### src/rtl/cpumap_pkg.sv
package cpumap_pkg;
  typedef enum logic {MODE_LEGACY = 1'b0, MODE_MODERN = 1'b1} iface_mode_e;
  // bytes of the first dword that must all see a zero write
  localparam int unsigned SW_BYTES = 4;
endpackage

### src/rtl/cpumap_store.sv
module cpumap_store #(
  parameter int unsigned NUM_CPUS = 256,
  parameter int unsigned MAP_BITS = 256,
  parameter int unsigned ID_W     = 8
) (
  input  logic                clk_i,
  input  logic                rst_ni,
  input  logic                add_i,
  input  logic [ID_W-1:0]     add_id_i,
  output logic [MAP_BITS-1:0] map_o,
  output logic                add_ok_o
);
  localparam logic [ID_W:0] CPU_LIM = (ID_W+1)'(NUM_CPUS);

  assign add_ok_o = add_i && ({1'b0, add_id_i} < CPU_LIM);

  for (genvar i = 0; i < MAP_BITS; i++) begin : g_bit
    if (i == 0) begin : g_boot
      assign map_o[i] = 1'b1;  // boot CPU always present
    end else if (i < NUM_CPUS) begin : g_live
      localparam logic [ID_W-1:0] MY_ID = ID_W'(i);
      logic pres_q;
      always_ff @(posedge clk_i or negedge rst_ni) begin
        if (!rst_ni)                            pres_q <= 1'b0;
        else if (add_ok_o && add_id_i == MY_ID) pres_q <= 1'b1;
      end
      assign map_o[i] = pres_q;
    end else begin : g_void
      assign map_o[i] = 1'b0;
    end
  end
endmodule

### src/rtl/cpumap_rdport.sv
module cpumap_rdport #(
  parameter int unsigned WIN_BYTES = 32,
  parameter int unsigned ADDR_W    = 5,
  parameter int unsigned MAP_BITS  = 256
) (
  input  logic                clk_i,
  input  logic                rst_ni,
  input  logic                rd_i,
  input  logic [ADDR_W-1:0]   addr_i,
  input  logic                blank_i,
  input  logic [MAP_BITS-1:0] map_i,
  output logic [7:0]          rdata_o
);
  localparam int unsigned SEL_W = ADDR_W + 3;

  logic [SEL_W-1:0] bit_sel;
  logic [7:0]       byte_w;
  logic [7:0]       rdata_q;

  assign bit_sel = {addr_i, 3'b000};
  assign byte_w  = map_i[bit_sel +: 8];

  always_ff @(posedge clk_i or negedge rst_ni) begin
    if (!rst_ni)   rdata_q <= '0;
    else if (rd_i) rdata_q <= blank_i ? 8'h00 : byte_w;
  end

  assign rdata_o = rdata_q;
endmodule

### src/rtl/cpumap_mode.sv
module cpumap_mode
  import cpumap_pkg::*;
#(
  parameter int unsigned ADDR_W = 5
) (
  input  logic              clk_i,
  input  logic              rst_ni,
  input  logic              wr_i,
  input  logic [ADDR_W-1:0] addr_i,
  input  logic [7:0]        wdata_i,
  output iface_mode_e       mode_o
);
  localparam int unsigned IDX_W = $clog2(SW_BYTES);

  logic [SW_BYTES-1:0] zmask_q, zmask_nx;
  iface_mode_e         mode_q;
  logic                hit;

  assign hit = wr_i && (mode_q == MODE_LEGACY) && (addr_i < ADDR_W'(SW_BYTES));

  always_comb begin
    zmask_nx = zmask_q;
    if (hit) begin
      if (wdata_i == 8'h00) zmask_nx[addr_i[IDX_W-1:0]] = 1'b1;
      else                  zmask_nx = '0;
    end
  end

  always_ff @(posedge clk_i or negedge rst_ni) begin
    if (!rst_ni) begin
      zmask_q <= '0;
      mode_q  <= MODE_LEGACY;
    end else begin
      zmask_q <= zmask_nx;
      if (&zmask_nx) mode_q <= MODE_MODERN;  // one-way
    end
  end

  assign mode_o = mode_q;
endmodule

### src/rtl/cpumap_evt.sv
module cpumap_evt #(
  parameter int unsigned EVT_W   = 4,
  parameter int unsigned EVT_BIT = 2
) (
  input  logic             clk_i,
  input  logic             rst_ni,
  input  logic             set_i,
  input  logic             ack_i,
  output logic [EVT_W-1:0] sts_o
);
  localparam logic [EVT_W-1:0] EVT_MASK = EVT_W'(1) << EVT_BIT;

  logic [EVT_W-1:0] sts_q;

  always_ff @(posedge clk_i or negedge rst_ni) begin
    if (!rst_ni)    sts_q <= '0;
    else if (set_i) sts_q <= sts_q | EVT_MASK;  // set beats ack
    else if (ack_i) sts_q <= '0;
  end

  assign sts_o = sts_q;
endmodule

### src/rtl/cpu_present_map.sv
module cpu_present_map
  import cpumap_pkg::*;
#(
  parameter int unsigned NUM_CPUS  = 256,
  parameter int unsigned WIN_BYTES = 32,
  parameter int unsigned ID_W      = 8,
  parameter int unsigned EVT_W     = 4,
  parameter int unsigned EVT_BIT   = 2,
  localparam int unsigned ADDR_W   = $clog2(WIN_BYTES),
  localparam int unsigned MAP_BITS = WIN_BYTES * 8
) (
  input  logic              clk_i,
  input  logic              rst_ni,
  input  logic              rd_i,
  input  logic              wr_i,
  input  logic [ADDR_W-1:0] addr_i,
  input  logic [7:0]        wdata_i,
  output logic [7:0]        rdata_o,
  input  logic              hotadd_i,
  input  logic [ID_W-1:0]   hotadd_id_i,
  output logic [EVT_W-1:0]  evt_sts_o,
  output logic              sci_o,
  input  logic              sci_ack_i,
  output logic              modern_o
);
  logic [MAP_BITS-1:0] map_w;
  logic                add_ok;
  iface_mode_e         mode_w;

  cpumap_store #(.NUM_CPUS(NUM_CPUS), .MAP_BITS(MAP_BITS), .ID_W(ID_W)) u_store (
    .clk_i, .rst_ni, .add_i(hotadd_i), .add_id_i(hotadd_id_i),
    .map_o(map_w), .add_ok_o(add_ok)
  );

  cpumap_mode #(.ADDR_W(ADDR_W)) u_mode (
    .clk_i, .rst_ni, .wr_i, .addr_i, .wdata_i, .mode_o(mode_w)
  );

  cpumap_rdport #(.WIN_BYTES(WIN_BYTES), .ADDR_W(ADDR_W), .MAP_BITS(MAP_BITS)) u_rd (
    .clk_i, .rst_ni, .rd_i, .addr_i, .blank_i(mode_w == MODE_MODERN),
    .map_i(map_w), .rdata_o
  );

  cpumap_evt #(.EVT_W(EVT_W), .EVT_BIT(EVT_BIT)) u_evt (
    .clk_i, .rst_ni, .set_i(add_ok), .ack_i(sci_ack_i), .sts_o(evt_sts_o)
  );

  assign sci_o    = |evt_sts_o;
  assign modern_o = (mode_w == MODE_MODERN);
endmodule

### config.mk
export PLATFORM = sky130hd
export DESIGN_NAME = cpu_present_map
export DESIGN_NICKNAME = d
export VERILOG_FILES = /design/src/rtl/cpumap_pkg.sv /design/src/rtl/cpumap_store.sv /design/src/rtl/cpumap_rdport.sv /design/src/rtl/cpumap_mode.sv /design/src/rtl/cpumap_evt.sv /design/src/rtl/cpu_present_map.sv
export SDC_FILE = /design/constraint.sdc
export NUM_CORES = 1
export LEC_CHECK = 0
export BUFFER_PORTS_ARGS = -buffer_cell sky130_fd_sc_hd__clkbuf_2
export CAP_MARGIN = 20
export CORE_UTILIZATION = 45
export DETAILED_ROUTE_END_ITERATION = 8
export GPL_ROUTABILITY_DRIVEN = 0
export HOLD_SLACK_MARGIN = 0.05
export PLACE_DENSITY_LB_ADDON = 0.3
export SLEW_MARGIN = 20
export SYNTH_ARGS = -nofsm -noshare
export SYNTH_HDL_FRONTEND = slang
export SYNTH_SLANG_ARGS = --single-unit
### constraint.sdc
create_clock -name clk_i -period 2.8 [get_ports clk_i]
set_clock_uncertainty 0.1 [all_clocks]
set_input_delay 0.14 -clock clk_i [delete_from_list [all_inputs] [get_ports clk_i]]
set_output_delay 0.14 -clock clk_i [all_outputs]
set_load 0.1 [all_outputs]
# [After elaboration in Yosys (flattened, before gate mapping)]
# Index checks and enable logic that the tools add are counted.
[word_totals] regBits=269 out_inout_bits=14 wordCells=788 inputBits=27
[classes] order_cmp=3 bitwise=2 shift=1 reduce_logical=261 n_eq_ne=255 muxes=7
[op_table] operator="$eq 8x8->1 const B" n=128
[op_table] operator="$eq 8x7->1 const B" n=64
[op_table] operator="$logic_and 1x1->1" n=258
[op_table] operator="$eq 8x6->1 const B" n=32
[op_table] operator="$shiftx 256x9->8" n=1
[op_table] operator="$eq 8x5->1 const B" n=16
[op_table] operator="$eq 8x4->1 const B" n=8
[op_table] operator="$eq 8x3->1 const B" n=4
[op_table] operator="$eq 8x2->1 const B" n=2
[op_table] operator="$eq 8x1->1 const B" n=1
[op_table] operator="$logic_not 8->1" n=1
[op_table] operator="$mux 4" n=2
[op_table] operator="$mux 8" n=1
[op_table] operator="$mux 3" n=2
[op_table] operator="$lt 5x3->1 const B" n=1
[op_table] operator="$or 4x4->4" n=1
[op_table] operator="$reduce_and 4->1" n=1
[op_table] operator="$lt 2x3->1 const B" n=1
[op_table] operator="$demux 1 s2" n=1
[op_table] operator="$ge 2x1->1 const B" n=1
[op_table] operator="$reduce_bool 2->1" n=1
[op_table] operator="$mux 1" n=1
[op_table] operator="$not 1->1" n=1

# [Depth between registers and ports, before layout]
# Gate-level depths: netlist of run 1.
[depth] depth_word=8 ltp_mapped=8 ltp_nobuf=4

# [Modules after synthesis]
# A second synthesis of run 1 with hierarchy kept.
[unflattened] hier_cells=1388 hier_area_um2=15402.3
[by_module_without_submodules] mod="cpumap_store" area_per_inst_um2=12453.2 n_inst=1 cells_each=1123 seq_area_each_um2=6381.1
[by_module_without_submodules] mod="cpumap_rdport" area_per_inst_um2=2593.7 n_inst=1 cells_each=231 seq_area_each_um2=200.2
[by_module_without_submodules] mod="cpumap_mode" area_per_inst_um2=285.3 n_inst=1 cells_each=26 seq_area_each_um2=125.1
[by_module_without_submodules] mod="cpumap_evt" area_per_inst_um2=62.6 n_inst=1 cells_each=7 seq_area_each_um2=25.0
[by_module_without_submodules] mod="cpu_present_map" area_per_inst_um2=7.5 n_inst=1 cells_each=1 seq_area_each_um2=0.0

# [Least setup slack after synthesis of run 1]
# No wires, ideal clock.
[synth_path] path_type="reg-to-reg" from="register u_mode.mode_q (netlist: u_mode.mode_o)" to="register u_mode.mode_q (netlist: u_mode.mode_o)" slack_ps=742 t_arrival_ps=1836 t_required_ps=2578 period_less_slack_ps=2058 path_buffers=0 setup_time_ps=122 path_stages_with_launch=5 cell_sequence="dfrtp_1 -> nor4_1 -> and2_0 -> a32o_1 -> a31o_2"
[synth_between] elab_chain_cells=5
[synth_rtl] item="from (decl)" line="cpumap_mode.sv:16" text="iface_mode_e mode_q;"
[synth_rtl] item="from (signal assigned)" line="cpumap_mode.sv:32" text="mode_q <= MODE_LEGACY;"
[synth_rtl] item="from (signal assigned)" line="cpumap_mode.sv:35" text="if (&zmask_nx) mode_q <= MODE_MODERN;"
[synth_rtl] item="$not 1->1" line="cpumap_mode.sv:19" text="assign hit = wr_i && (mode_q == MODE_LEGACY) && (addr_i < ADDR_W'(SW_BYTES));"
[synth_rtl] item="$logic_and 1x1->1 (2 in series)" line="cpumap_mode.sv:19"
[synth_rtl] item="$mux 4" line="cpumap_mode.sv:23" text="if (hit) begin"
[synth_rtl] item="$reduce_and 4->1" line="cpumap_mode.sv:35"
# No other way between the ends.
# A chain may end at the register's enable or synchronous reset.

# [Final worst setup path of run 1]
[layout_path] from="input port wdata_i[6]" to="register u_mode.zmask_q[0]"
[layout_between] elab_chain_cells=3
[layout_rtl] item="from (decl)" line="cpu_present_map.sv:17" text="input logic [7:0] wdata_i,"
[layout_rtl] item="$logic_not 8->1" line="cpumap_mode.sv:24" text="if (wdata_i == 8'h00) zmask_nx[addr_i[IDX_W-1:0]] = 1'b1;"
[layout_rtl] item="$mux 4" line="cpumap_mode.sv:24"
[layout_rtl] item="$mux 4" line="cpumap_mode.sv:23"
[layout_rtl] item="named net u_mode.zmask_nx[0]" line="cpumap_mode.sv:15" text="logic [SW_BYTES-1:0] zmask_q, zmask_nx;"
[layout_rtl] item="to (signal assigned)" line="cpumap_mode.sv:34" text="zmask_q <= zmask_nx;"
[layout_rtl] item="to (decl)" line="cpumap_mode.sv:15"
# The timed path passes the listed nets, and every way through them passes these cells.

==> impl_metrics.tcl, run 1 <==
set metrics [dict create \
    status "finished clean" \
    intPower_mw 6.93 \
    synthCells 910 \
    path_max_fanout 3 \
    setup_viol 0 \
    initial_core_util 0.461 \
    grt_pass1_wl_um 49700 \
    clkLatencyLatePin_ns 0.55 \
    ioPinCount 41 \
    gr-usage-all-layers 0.250 \
    first_pass_iters 6 \
    num_vias 7815 \
    post_drt_via_cell_ratio 5.99 \
    totalWireLength_um 31300 \
    grt_pass1_vias 8206 \
    crit_required_ns 3.18 \
    rrSetupSlack_ns 0.47 \
    leakagePower_nw 6.03 \
    cp-startpoint "wdata_i[6]" \
    fmax_ghz 0.390 \
    syn_area_um2 11700 \
    synth.avg_cell_area_um2 12.8 \
    postSynth.asyncResetShare 1.00 \
    critical_path_class "input pin to flop" \
    synth_warnings 0 \
    diodes 0 \
    cts_buffer_depth 3 \
    die_x_um 163 \
    synth_edf_count 0 \
    coreArea_um2 25300 \
    slew_headroom 0.373 \
    antenna_found_initial 0 \
    ys_seq_area_frac 0.577 \
    place_ws_ns 0.537 \
    fin_ws_ns 0.236 \
    cts_resized 0 \
    cts_made_buffers 28 \
    area_growth_pct 14.3 \
    drc 0 \
    portBuffers 37 \
    htreeDepth 1 \
    grt_max_degree 82 \
    clk_pin_slew_ns 0.06 \
    dieArea_um2 26600 \
    synthDistinctLibCells 49 \
    fin_setup_tns_ns 0 \
    worstPathArrival_ns 2.94 \
    fp-row-count 58 \
    reg2reg_from "u_mode.mode_o" \
    pwr-share-seq 0.472 \
    crit_end "u_mode.zmask_q[0]" \
    utilization 0.527 \
    drtIter0Drc 768 \
    drive_above_1_share 0.164 \
    reg2reg_depth 4 \
    hold_viol 0 \
    hpwl_um 20700 \
    fp.dieH_um 163 \
    start_kind "input pin" \
    cap_violations 0 \
    power.total_mw 9.30 \
    cts_sinks 269 \
    pwr-share-clk 0.409 \
    hp-class "input pin to async pin" \
    combPwrFrac 0.119 \
    period_needed_ns 2.56 \
    wl_per_cell_um 24.0 \
    finalCritPeriodShare 0.916 \
    drv_slew 0 \
    switchingPower_mw 2.37 \
    nets 980 \
    ys.flop_type "dfrtp_1" \
    switching_share 0.255 \
    drtAntennaViolNets 0 \
    ys_seq_elements 269 \
    rsz0062_at_grt "no" \
    overflow 0 \
    cts_tree "built" \
    worstMarginPinSlew_ns 0.939 \
    r2r_end "u_mode.zmask_q[0]" \
    cts_root_buf "clkbuf_16" \
    crit_path_end_kind "flop" \
    peakVddDrop_uv 439 \
    p_per_area_nw_per_um2 697 \
]
==> logic make-up after synthesis <==
logic type,Yosys count,synth area share
mux,96,0.123
flops,269,0.577
compound gates,332,0.213
simple gates,132,0.0536
other cells,1,0.000321
buf+inv,80,0.0328
==> power by group through the flow <==
stage / combinational, mW / sequential, mW / clock (mW)
after floorplan: 0.651 / 4.51 / 0
after global placement: 1.07 / 4.45 / 0
after detailed placement: 1.09 / 4.45 / 0
after CTS: 1.11 / 4.39 / 3.85
after global routing: 1.19 / 4.42 / 4.02
final: 1.10 / 4.39 / 3.80
==> worst max-delay path: stages <==
cell and delay, ns:
dlygate4sd3_1 0.54, clkbuf_2 0.10, nor4_1 0.13, dlygate4sd3_1 0.57, nand2_1 0.04, dlygate4sd3_1 0.59
a21oi_1 0.23, dlygate4sd3_1 0.60
==> flip-flops by register name, summed over array words and instances, names as in the netlist <==
signal                       count
u_rd.rdata_o                     8
u_mode.zmask_q                   4
u_store.g_bit.g_live.pres_q    255
u_evt.sts_o                      1
u_mode.mode_o                    1
==> routing by layer <==
| layer | routed length [um] | part of all wire | track usage |
|---|---|---|---|
| met1 | 14100 | 0.45 | 0.356 |
| met2 | 15200 | 0.49 | 0.410 |
| met3 | 1260 | 0.040 | 0.0262 |
| met4 | 783 | 0.025 | 0.0680 |
| met5 | 0 | 0 | 0 |
==> what timing repair did <==
| item | 4_1_cts | 5_1_grt |
|---|---|---|
| buffers inserted | 0 | 0 |
| endpoints found under the hold margin | 210 | 0 |
| hold buffers | 19 | 0 |
==> cell type report <==
| type | count | area (um^2) |
|---|---|---|
| multi-input combinational | 563 | 4560 |
| timing repair buffer | 84 | 661 |
| clock buffer | 42 | 845 |
| tap | 330 | 413 |
| fill | 2163 | 12000 |
| sequential | 269 | 6730 |
| clock inverter | 10 | 105 |
| inverter | 7 | 26.3 |
==> worst min path at each step <==
stage / from / to / slack (ns)
finish: rst_ni / u_store.g_bit[79].g_live.pres_q / 0.06
CTS: hotadd_id_i[7] / u_store.g_bit[196].g_live.pres_q / 0.06
global route: hotadd_id_i[7] / u_store.g_bit[206].g_live.pres_q / 0.11
floorplan: rst_ni / u_evt.sts_o[2] / -0.26
global placement: rst_ni / u_mode.zmask_q[3] / 0.07
detailed placement: rst_ni / u_mode.zmask_q[2] / 0.07
==> metrics by stage <==
step | area, um^2 | hold WS (ns) | std cells
final | 13300 | 0.0645 | 1305
after global routing | 13300 | 0.108 | 1305
after floorplan | 11700 | -0.256 | 912
after detailed placement | 12200 | 0.0748 | 1234
after global placement | 12200 | 0.0715 | 1234
after CTS | 13300 | 0.0616 | 1305
==> placed cells by master, fill, tap and decap left out, types with 5 or more instances in the layout <==
| master | synthesis | final |
|---|---|---|
| nor2_1 | 13 | 13 |
| nand3_1 | 22 | 22 |
| mux2_2 | 7 | 7 |
| nor2b_1 | 12 | 12 |
| a32oi_1 | 7 | 7 |
| clkbuf_2 | 0 | 34 |
| clkbuf_16 | 0 | 29 |
| a21oi_1 | 14 | 14 |
| buf_4 | 12 | 24 |
| o21bai_1 | 238 | 238 |
| and2_1 | 6 | 6 |
| dfrtp_1 | 269 | 269 |
| mux4_2 | 32 | 32 |
| a22oi_1 | 11 | 11 |
| a21o_1 | 22 | 22 |
| clkbuf_1 | 48 | 6 |
| dlygate4sd3_1 | 0 | 19 |
| mux2i_1 | 53 | 53 |
| buf_12 | 0 | 5 |
| o21ai_0 | 5 | 5 |
| nand4_1 | 7 | 7 |
| inv_1 | 5 | 5 |
| a221oi_1 | 8 | 8 |
| nand2_1 | 58 | 58 |
| clkinv_2 | 0 | 6 |
| clkbuf_8 | 0 | 7 |
| a31o_2 | 7 | 7 |
==> cells in the mapped netlist (5+ instances only) <==
cell type  instances  area share
a22oi_1           11      0.0071
a31o_2             7      0.0053
and2_1             6      0.0032
o21bai_1         238        0.15
a32oi_1            7      0.0053
a21o_1            22       0.014
nand3_1           22      0.0094
buf_2              9      0.0039
nand4_1            7      0.0038
buf_4             12      0.0077
clkbuf_1          48       0.015
mux4_2            32       0.062
nor2_1            13      0.0042
dfrtp_1          269        0.58
nor2b_1           12      0.0064
mux2_2             7      0.0068
o21ai_0            5      0.0021
inv_1              5      0.0016
mux2i_1           53       0.045
nand2_1           58       0.019
a21oi_1           14      0.0060
a221oi_1           8      0.0060
Note: power is estimated with default switching activity, not from simulation.
==> run 2: changes to the inputs <==
--- a/config.mk
+++ b/config.mk
@@ -11,7 +11,7 @@
 export DETAILED_ROUTE_END_ITERATION = 8
 export GPL_ROUTABILITY_DRIVEN = 0
 export HOLD_SLACK_MARGIN = 0.05
-export PLACE_DENSITY_LB_ADDON = 0.3
+export PLACE_DENSITY_LB_ADDON = 0.12
 export SLEW_MARGIN = 20
 export SYNTH_ARGS = -nofsm -noshare
 export SYNTH_HDL_FRONTEND = slang
==> run 2 against run 1 <==
  * Sequential cell count did not move
  * Sequential share of layout area fell by 0.24 points
  * Global-route usage rose by 1.7 points
  * Critical path depth rose by 1
  * Maximum frequency fell by 2.4%
  * Clock power rose by 4%
  * Die area did not move
  * Worst setup slack got worse by 0.062 ns
  * Critical endpoint is now u_mode.mode_o
  * Final cell count rose by 0.54%
  * Register-to-register slack got worse by 0.05 ns
==> impl_metrics.tcl, run 2 (synthesis results as in run 1) <==
set metrics [dict create \
    portBuffers 37 \
    grt_pass1_vias 8717 \
    drtIter0Drc 483 \
    worstMarginPinSlew_ns 1.04 \
    peakVddDrop_uv 501 \
    power.total_mw 9.49 \
    layout_commonest_cell "dfrtp_1" \
    path_max_fanout 3 \
    critical_path_class "input pin to flop" \
    period_needed_ns 2.63 \
    cts_root_buf "clkbuf_16" \
    gr-usage-all-layers 0.267 \
    wl_per_cell_um 25.9 \
    fin_ws_ns 0.174 \
    area_growth_pct 14.9 \
    clk_pin_slew_ns 0.06 \
    cts_resized 0 \
    pwr-share-clk 0.417 \
    clkLatencyLatePin_ns 0.56 \
    rsz0062_at_grt "no" \
    overflow 0 \
    totalWireLength_um 34000 \
    cts_made_buffers 29 \
    drtAntennaViolNets 0 \
    drive_above_1_share 0.163 \
    ioPinCount 41 \
    cts_buffer_depth 3 \
    post_cts_buffers 0 \
    cts_hold_buf 21 \
    coreArea_um2 25300 \
    post-route-cell-area_um2 13400 \
    place_area_um2 12200 \
    die_x_um 163 \
    place_ws_ns 0.463 \
    post_drt_via_cell_ratio 6.20 \
    grt_max_degree 93 \
    cts_tree "built" \
    crit_path_end_kind "flop" \
    nets 989 \
    hp-class "input pin to flop" \
    largest_reg_flops 255 \
    rrSetupSlack_ns 0.42 \
    setup_viol 0 \
    htreeDepth 1 \
    status "finished clean" \
    intPower_mw 7.07 \
    fp.dieH_um 163 \
    finalCritPeriodShare 0.938 \
    switching_share 0.255 \
    antenna_found_initial 0 \
    hpwl_um 22600 \
    pwr-share-seq 0.464 \
    cap_violations 0 \
    switchingPower_mw 2.41 \
    slew_headroom 0.305 \
    leakagePower_nw 6.06 \
    num_vias 8129 \
    initial_core_util 0.461 \
    first_pass_iters 5 \
    diodes 0 \
    mostFrequentLayoutCells "dfrtp_1, o21bai_1, nand2_1, mux2i_1, clkbuf_2" \
    fmax_ghz 0.381 \
    fin_setup_tns_ns 0 \
    utilization 0.529 \
    hold_slack_ns 0.0996 \
    worstPathArrival_ns 3.02 \
    grt_pass1_wl_um 52500 \
    top_register "u_store.g_bit.g_live.pres_q" \
    final_cell_count_no_fill 1312 \
    cts_sinks 269 \
    drv_slew 0 \
    drc 0 \
    dieArea_um2 26600 \
    crit_required_ns 3.19 \
    hold_viol 0 \
    start_kind "input pin" \
    combPwrFrac 0.119 \
    fp-row-count 58 \
    dpl.cell_count 1240 \
    p_per_area_nw_per_um2 708 \
]
run 2: cell count changes in the layout (fill, tap and decap cells not counted), sizes merged:
cell / change
clkbuf: +3
inv: +1
clkinv: -5
buf: +6
clkinvlp: -2
dlygate4sd3: +2
bufinv: +2
run 2: layout make-up:
class                   count  area, um^2
clock buffers              45         836
clock inverters             6         138
fillers                  2151       11900
inverters                   7        26.3
multi-input cells         563        4560
flip-flops and latches    269        6730
well taps                 330         413
repair buffers             92         701
run 2: critical path, cell delays in order:
cell	delay (ns)
dlygate4sd3_1	0.54
clkbuf_2	0.10
nor4_1	0.13
dlygate4sd3_1	0.58
nand2_1	0.05
dlygate4sd3_1	0.60
a21oi_1	0.15
dlygate4sd3_1	0.58
a31o_2	0.15
run 2: metal layers:
metal	track usage	vias to the layer above	share of wire
li1	-	3450	-
met2	0.441	291	0.48
met4	0.113	0	0.041
met5	0	-	0
met3	0.0449	79	0.061
met1	0.349	4309	0.41
run 2: path summary, 6_finish.rpt:
kind	from	to	cells past startpoint
hold reg to reg	u_store.g_bit[14].g_live.pres_q	u_store.g_bit[14].g_live.pres_q	1
min in group asynchronous	rst_ni	u_store.g_bit[241].g_live.pres_q	2
max in group asynchronous	rst_ni	u_rd.rdata_o[7]	3
setup reg to reg	u_mode.mode_o	u_mode.mode_o	5
hold / removal	hotadd_id_i[5]	u_store.g_bit[180].g_live.pres_q	3
setup / recovery	wdata_i[6]	u_mode.mode_o	9
run 2: power groups by stage:
stage               Sequential, mW  Combinational (mW)  Clock (mW)
finish                        4.40                1.13        3.96
global route                  4.43                1.22        4.15
CTS                           4.39                1.14        4.00
detailed placement            4.46                1.11           0
global placement              4.44                1.08           0
floorplan                     4.51               0.651           0
